### src/rtl/tick_uart_pkg.sv
package tick_uart_pkg;
  localparam int DATA_W  = 8;
  localparam int FRAME_W = DATA_W + 2;
  localparam int RX_BITS = DATA_W + 1;
  localparam int CNT_W   = 4;

  function automatic int first_sample_delay(input int blog2);
    return (3 << (blog2 - 1)) + 1;
  endfunction
endpackage

### src/rtl/tick_uart_sync.sv
module tick_uart_sync #(
  parameter int STAGES   = 2,
  parameter bit IDLE_VAL = 1'b1
) (
  input  logic clk,
  input  logic rst,
  input  logic din,
  output logic dout
);
  logic [STAGES-1:0] ff;

  generate
    if (STAGES == 1) begin : g_single
      always_ff @(posedge clk) begin
        if (rst) ff <= IDLE_VAL;
        else     ff <= din;
      end
    end else begin : g_chain
      always_ff @(posedge clk) begin
        if (rst) ff <= {STAGES{IDLE_VAL}};
        else     ff <= {ff[STAGES-2:0], din};
      end
    end
  endgenerate

  assign dout = ff[STAGES-1];
endmodule

### src/rtl/tick_uart_tx.sv
module tick_uart_tx
  import tick_uart_pkg::*;
#(
  parameter int B = 4
) (
  input  logic              clk,
  input  logic              rst,
  input  logic              tick,
  input  logic              load,
  input  logic [DATA_W-1:0] data,
  output logic              busy,
  output logic              line
);
  logic [B-1:0]       div_q;
  logic [CNT_W-1:0]   cnt_q;
  logic [FRAME_W-1:0] shf_q;
  logic               accept;
  logic               period_end;

  assign accept     = load && (cnt_q == '0);
  assign period_end = tick && (cnt_q != '0) && (&div_q);

  always_ff @(posedge clk) begin
    if (rst) begin
      div_q <= '0;
      cnt_q <= '0;
      shf_q <= '1;
    end else if (accept) begin
      div_q <= '0;
      cnt_q <= CNT_W'(FRAME_W);
      shf_q <= {1'b1, data, 1'b0};
    end else if (tick && (cnt_q != '0)) begin
      div_q <= div_q + 1'b1;
      if (period_end) begin
        cnt_q <= cnt_q - 1'b1;
        shf_q <= {1'b1, shf_q[FRAME_W-1:1]};
      end
    end
  end

  assign busy = (cnt_q != '0);
  assign line = shf_q[0];
endmodule

### src/rtl/tick_uart_rx.sv
module tick_uart_rx
  import tick_uart_pkg::*;
#(
  parameter int B = 4
) (
  input  logic              clk,
  input  logic              rst,
  input  logic              tick,
  input  logic              line,
  input  logic              clear,
  output logic [DATA_W-1:0] data,
  output logic              ready
);
  localparam int          DIV_W = B + 2;
  localparam logic [DIV_W-1:0] PER_V   = DIV_W'(1 << B);
  localparam logic [DIV_W-1:0] FIRST_V = DIV_W'(first_sample_delay(B));

  logic [DIV_W-1:0]  div_q;
  logic [CNT_W-1:0]  cnt_q;
  logic [DATA_W-1:0] shf_q;
  logic [DATA_W-1:0] data_q;
  logic              ready_q;
  logic              idle;
  logic              sample;
  logic              last;

  always_comb begin
    idle   = (cnt_q == '0);
    sample = tick && !idle && (div_q == DIV_W'(1));
    last   = sample && (cnt_q == CNT_W'(1));
  end

  always_ff @(posedge clk) begin
    if (rst) begin
      div_q <= '0;
      cnt_q <= '0;
      shf_q <= '0;
    end else if (tick) begin
      if (idle) begin
        if (!line) begin
          cnt_q <= CNT_W'(RX_BITS);
          div_q <= FIRST_V;
        end
      end else if (sample) begin
        div_q <= PER_V;
        cnt_q <= cnt_q - 1'b1;
        if (!last) shf_q <= {line, shf_q[DATA_W-1:1]};
      end else begin
        div_q <= div_q - 1'b1;
      end
    end
  end

  always_ff @(posedge clk) begin
    if (rst) begin
      data_q  <= '0;
      ready_q <= 1'b0;
    end else begin
      if (last) data_q <= shf_q;
      if (last)       ready_q <= 1'b1;
      else if (clear) ready_q <= 1'b0;
    end
  end

  assign data  = data_q;
  assign ready = ready_q;
endmodule

### src/rtl/tick_uart.sv
module tick_uart
  import tick_uart_pkg::*;
#(
  parameter int B         = 4,
  parameter int SYNC_DEPTH = 2
) (
  input  logic              clk,
  input  logic              rst,
  input  logic              tick,
  input  logic              tx_valid,
  input  logic [DATA_W-1:0] tx_data,
  output logic              tx_busy,
  output logic              tx_line,
  input  logic              rx_line,
  output logic [DATA_W-1:0] rx_data,
  output logic              rx_ready,
  input  logic              rx_clear
);
  logic rx_sync;

  tick_uart_sync #(.STAGES(SYNC_DEPTH), .IDLE_VAL(1'b1)) u_sync (
    .clk  (clk),
    .rst  (rst),
    .din  (rx_line),
    .dout (rx_sync)
  );

  tick_uart_tx #(.B(B)) u_tx (
    .clk  (clk),
    .rst  (rst),
    .tick (tick),
    .load (tx_valid),
    .data (tx_data),
    .busy (tx_busy),
    .line (tx_line)
  );

  tick_uart_rx #(.B(B)) u_rx (
    .clk   (clk),
    .rst   (rst),
    .tick  (tick),
    .line  (rx_sync),
    .clear (rx_clear),
    .data  (rx_data),
    .ready (rx_ready)
  );
endmodule

### config.mk
export PLATFORM = sky130hd
export DESIGN_NAME = tick_uart
export DESIGN_NICKNAME = d
export VERILOG_FILES = /design/src/rtl/tick_uart_pkg.sv /design/src/rtl/tick_uart_sync.sv /design/src/rtl/tick_uart_tx.sv /design/src/rtl/tick_uart_rx.sv /design/src/rtl/tick_uart.sv
export SDC_FILE = /design/constraint.sdc
export NUM_CORES = 1
export LEC_CHECK = 0
export CORE_MARGIN = 3
export CORE_UTILIZATION = 45
export DETAILED_ROUTE_END_ITERATION = 8
export DONT_BUFFER_PORTS = 1
export GPL_ROUTABILITY_DRIVEN = 1
export PLACE_DENSITY = 0.6
export SYNTH_ARGS = -nofsm -noshare
export SYNTH_HDL_FRONTEND = slang
export SYNTH_SLANG_ARGS = --single-unit
### constraint.sdc
create_clock -name clk -period 2.95 [get_ports clk]
set_clock_uncertainty 0.1 [all_clocks]
set_input_delay 0.59 -clock clk [delete_from_list [all_inputs] [get_ports clk]]
set_output_delay 0.59 -clock clk [all_outputs]
set_load 0.02 [all_outputs]
# [After elaboration in Yosys (flattened, before gate mapping)]
# Index checks and enable logic that the tools add are counted.
# Widths: inputs -> output; s select.
[totals] ff_bits=46 output_inout_bits=11 wordCells=54
[op_classes] addsub=4 n_eq_ne=3 mux=14 n_bitwise=2 reduce_logical=21
[ops] cell="$mux 9" count=3
[ops] cell="$mux 4" count=6
[ops] cell="$mux 6" count=3
[ops] cell="$logic_not 4->1" count=2
[ops] cell="$reduce_and 4->1" count=2
[ops] cell="$reduce_bool 2->1" count=4
[ops] cell="$sub 4x1->4 const B" count=2
[ops] cell="$eq 6x1->1 const B" count=1
[ops] cell="$logic_and 1x1->1" count=6
[ops] cell="$reduce_and 2->1" count=3
[ops] cell="$sub 6x1->6 const B" count=1
[ops] cell="$add 4x1->4 const B" count=1
[ops] cell="$eq 4x1->1 const B" count=1
[ops] cell="$reduce_bool 4->1" count=1
[ops] cell="$reduce_and 3->1" count=1
[ops] cell="$mux 1" count=2
[ops] cell="$ne 2x2->1 const B" count=1
[ops] cell="$not 1->1" count=2
[ops] cell="$reduce_or 2->1" count=1
[ops] cell="$logic_not 1->1" count=1

# [Longest topological paths before layout]
[depth] ltp_word=7 ltp_mapped=7 mapped_depth_nobuf=7

# [Modules after synthesis]
# Synthesis repeated with hierarchy kept, for this count alone.
[unflattened] cells_unflattened=219 hier_area_um2=2054.5
[modules_own_cells] module="tick_uart_rx" instances=1 cells_each=123 area_per_inst_um2=1227.4
[modules_own_cells] module="tick_uart_tx" instances=1 cells_each=92 area_per_inst_um2=774.5
[modules_own_cells] module="tick_uart_sync" instances=1 cells_each=4 area_per_inst_um2=52.6

# [Worst setup path after synthesis]
# OpenSTA, ideal clock, no wires.
[synth_timing] path_kind="reg2out" start="register u_tx.cnt_q[0]" end="output port tx_busy" t_arrival_ns=1.038 t_required_ns=2.260 path_slack_ns=1.222 stages_incl_launch_ff=5 n_path_buf=0 cell_sequence="dfxtp_1 -> inv_1 -> ha_1 -> nor3b_2 -> clkinv_1"
[synth_between] elab_chain_cells=1
[synth_rtl] item="start, declared" line_no="tick_uart_tx.sv:15" text="logic [CNT_W-1:0] cnt_q;"
[synth_rtl] item="start signal, assigned" line_no="tick_uart_tx.sv:30" text="cnt_q <= CNT_W'(FRAME_W);"
[synth_rtl] item="start signal, assigned" line_no="tick_uart_tx.sv:35" text="cnt_q <= cnt_q - 1'b1;"
[synth_rtl] item="$reduce_bool 4->1" line_no="tick_uart_tx.sv:41" text="assign busy = (cnt_q != '0);"
[synth_rtl] item="end, declared" line_no="tick_uart.sv:12" text="output logic tx_busy,"
# No other way between the ends.

# [Worst setup path in the final report]
# Same ends and word-level chain as after synthesis.

==> metrics <==
status=completed; Total Power=1258 uW; nets@finish=231; chip width=72.30 um; period utilization=75.07%; r2r endpoint=u_tx.shf_q[0]; Clock power frac=35.3%; combinational fraction of design power=11.1%; clock insertion delay at the later pin of the skew report=0.29 ns; Cell variety after synth=48; Post-CTS Resized=0; Synth area leaders=dfxtp_1, mux2i_1, nor2_1; Syn Std Cell Area=0.001978 mm^2; setup ws final=0.7356 ns; setup TNS=0 ns; Setup Buffers After CTS=0; Total GRT Usage=15.09%; clock-pin slew on the worst setup and hold paths=0.08 ns; Worst setup EP type=output pin; unrepaired setup endpoints after global routing=no; largest net degree at the start of global routing=43; Pleak=0.0008956 uW; Worst setup startpoint=u_tx.cnt_q[0]; sequential area share after synthesis=46.55%; DP HPWL=2665 um; DP Worst Slack=0.8057 ns; hold-fix buffer count after cts=0; H-tree level count=2; clk sinks=46; Main synth FF type=dfxtp_1; CTS tree=built; Max IR drop VDD=0.2877 mV; sw power=299.5 uW; internal power=958.7 uW; hold slack=0.2620 ns; area of the die=0.005227 mm^2; sw frac=23.80%; Most Used Layer, Global Route=met2; synthesis-to-finish area growth=6.894%; routed via count=1493; Mapped Avg Cell Area=9.287 um^2; initial DRC count=66; flops & latches, synth=46; first-pass GRT wire length=6230 um; antenna violations before repair=0; root buffer cell=clkbuf_8; Async SR Flop Fraction=0%; # DRC=0; starting density of the core=48.07%; top cells by count, synth=dfxtp_1, nor2_1, mux2i_1, inv_1; number of port buffers=0; reg2reg setup slack=0.79 ns; FILL cells=387; DR pass1 iterations=4; maximum clock frequency=451.6 MHz; most common cell in the synthesized netlist=dfxtp_1; GRT overflow=0; M3 GR Usage=5.402%; Worst-Margin Slew=0.8189 ns; Cells after Synth=213; wire per inst=13.93 um; layout cells sized above 1=7.042%; Final Max Tran Viols=0; sequential power share=53.5%; Slew headroom=45.21%; final core occ=51.38%; grt met1 use=17.72%; yosys warns=0; I/O pin count=25; met2 Use GR=24.27%; HP Class=in -> reg; share of the synthesized area in the top cell type=46.55%; number of global-route vias before repair=1468; post-synth top area cell=dfxtp_1; total core area=0.004115 mm^2; EDFF count, synth=0; endpoints failing setup=0; RR Startpoint=u_tx.cnt_q[0]; WL final=3663 um; critical path class=reg -> out; Post-DRT Antenna Nets=0; WP data arrival=1.52 ns; TritonCTS Buffers=5; gpl congestion=0.8485; n_diodes=0; via/cell ratio=5.677; crit path time final=2.214 ns; Worst Path Required=2.26 ns; pwr dens=595.1 mW/mm^2; CTS Buffer Depth=2; num rows=23; die height=72.30 um; Max-cap violations=0; Fin. Hold Viols=0; worst reg2reg path depth=6; Syn Nets=232; CP endpoint=tx_busy; Crit Path Max Fanout=8; CP Launch Type=flop
routing by layer:
metal / share of wire [%] / vias to the layer above
li1: - / 749
met1: 44 / 697
met2: 47 / 40
met3: 7.3 / 7
met4: 2.0 / 0
met5: 0 / -
worst max-delay path, stage by stage, from the launching register on:
cell and delay (ns):
dfxtp_1 0.34, inv_1 0.08, ha_1 0.17, nor3b_2 0.27, clkinv_1 0.38
worst min-delay path by stage:
stage                             from            end  slack, ns  cells after the start
after CTS                          rst  u_rx.cnt_q[2]       0.24                      1
after detailed placement  u_sync.ff[0]   u_sync.ff[1]       0.34                      1
after global routing               rst  u_rx.cnt_q[2]       0.24                      1
after floorplan           u_sync.ff[0]   u_sync.ff[1]       0.29                      1
final                              rst  u_rx.cnt_q[2]       0.26                      1
after global placement    u_sync.ff[0]   u_sync.ff[1]       0.34                      1
power groups by stage:
stage | registers, uW | logic, uW | clock network, uW
after global routing | 678 | 158 | 487
after floorplan | 682 | 124 | 0
after global placement | 687 | 133 | 0
after CTS | 673 | 141 | 463
after detailed placement | 688 | 140 | 0
final | 674 | 140 | 444
final cells by class:
type                    count  area [um^2]  share of cell area, %
multi-input cells         145        972.2                  45.98
flip-flops and latches     46        920.9                  43.55
clock buffers               7        76.32                  3.609
well taps                  50        62.56                  2.959
inverters                  14        52.55                  2.485
clock inverters             1        30.03                  1.420
placed cells by master, fill, tap and decap left out, types with 2 or more instances in the layout:
master and n:
a21oi_1 7, nand4_2 2, a211oi_1 2, clkbuf_1 2, clkbuf_8 5, o32ai_1 2, nand2_1 10, ha_1 5
nand3_1 8, o22ai_1 2, inv_1 13, nor2_1 32, mux2i_1 17, xor2_1 5, nand4_1 3, a221oi_1 5
dfxtp_1 46, o21ai_0 10, or2_2 2, nor3_1 6
sequential cells by signal, summed over array words and instances (netlist names):
name	flops
u_rx.data	8
u_rx.cnt_q	4
u_tx.cnt_q	4
u_tx.shf_q	9
u_rx.shf_q	8
u_tx.div_q	4
u_rx.div_q	6
u_sync.ff	2
u_rx.ready	1
logic make-up after synthesis:
group	synth area share, %
xor+xnor	2.657
flops	46.55
buf+inv	4.301
compound gates	13.09
simple gates	21.06
fa+ha+maj	3.163
mux	9.171
metrics by stage:
stage          cell area (um^2)  std cells
5_1_grt                    2115        263
4_1_cts                    2115        263
2_1_floorplan              1978        213
6_report                   2115        263
3_5_place_dp               2008        255
3_3_place_gp               2008        255
(Power assumes the default switching activity.)
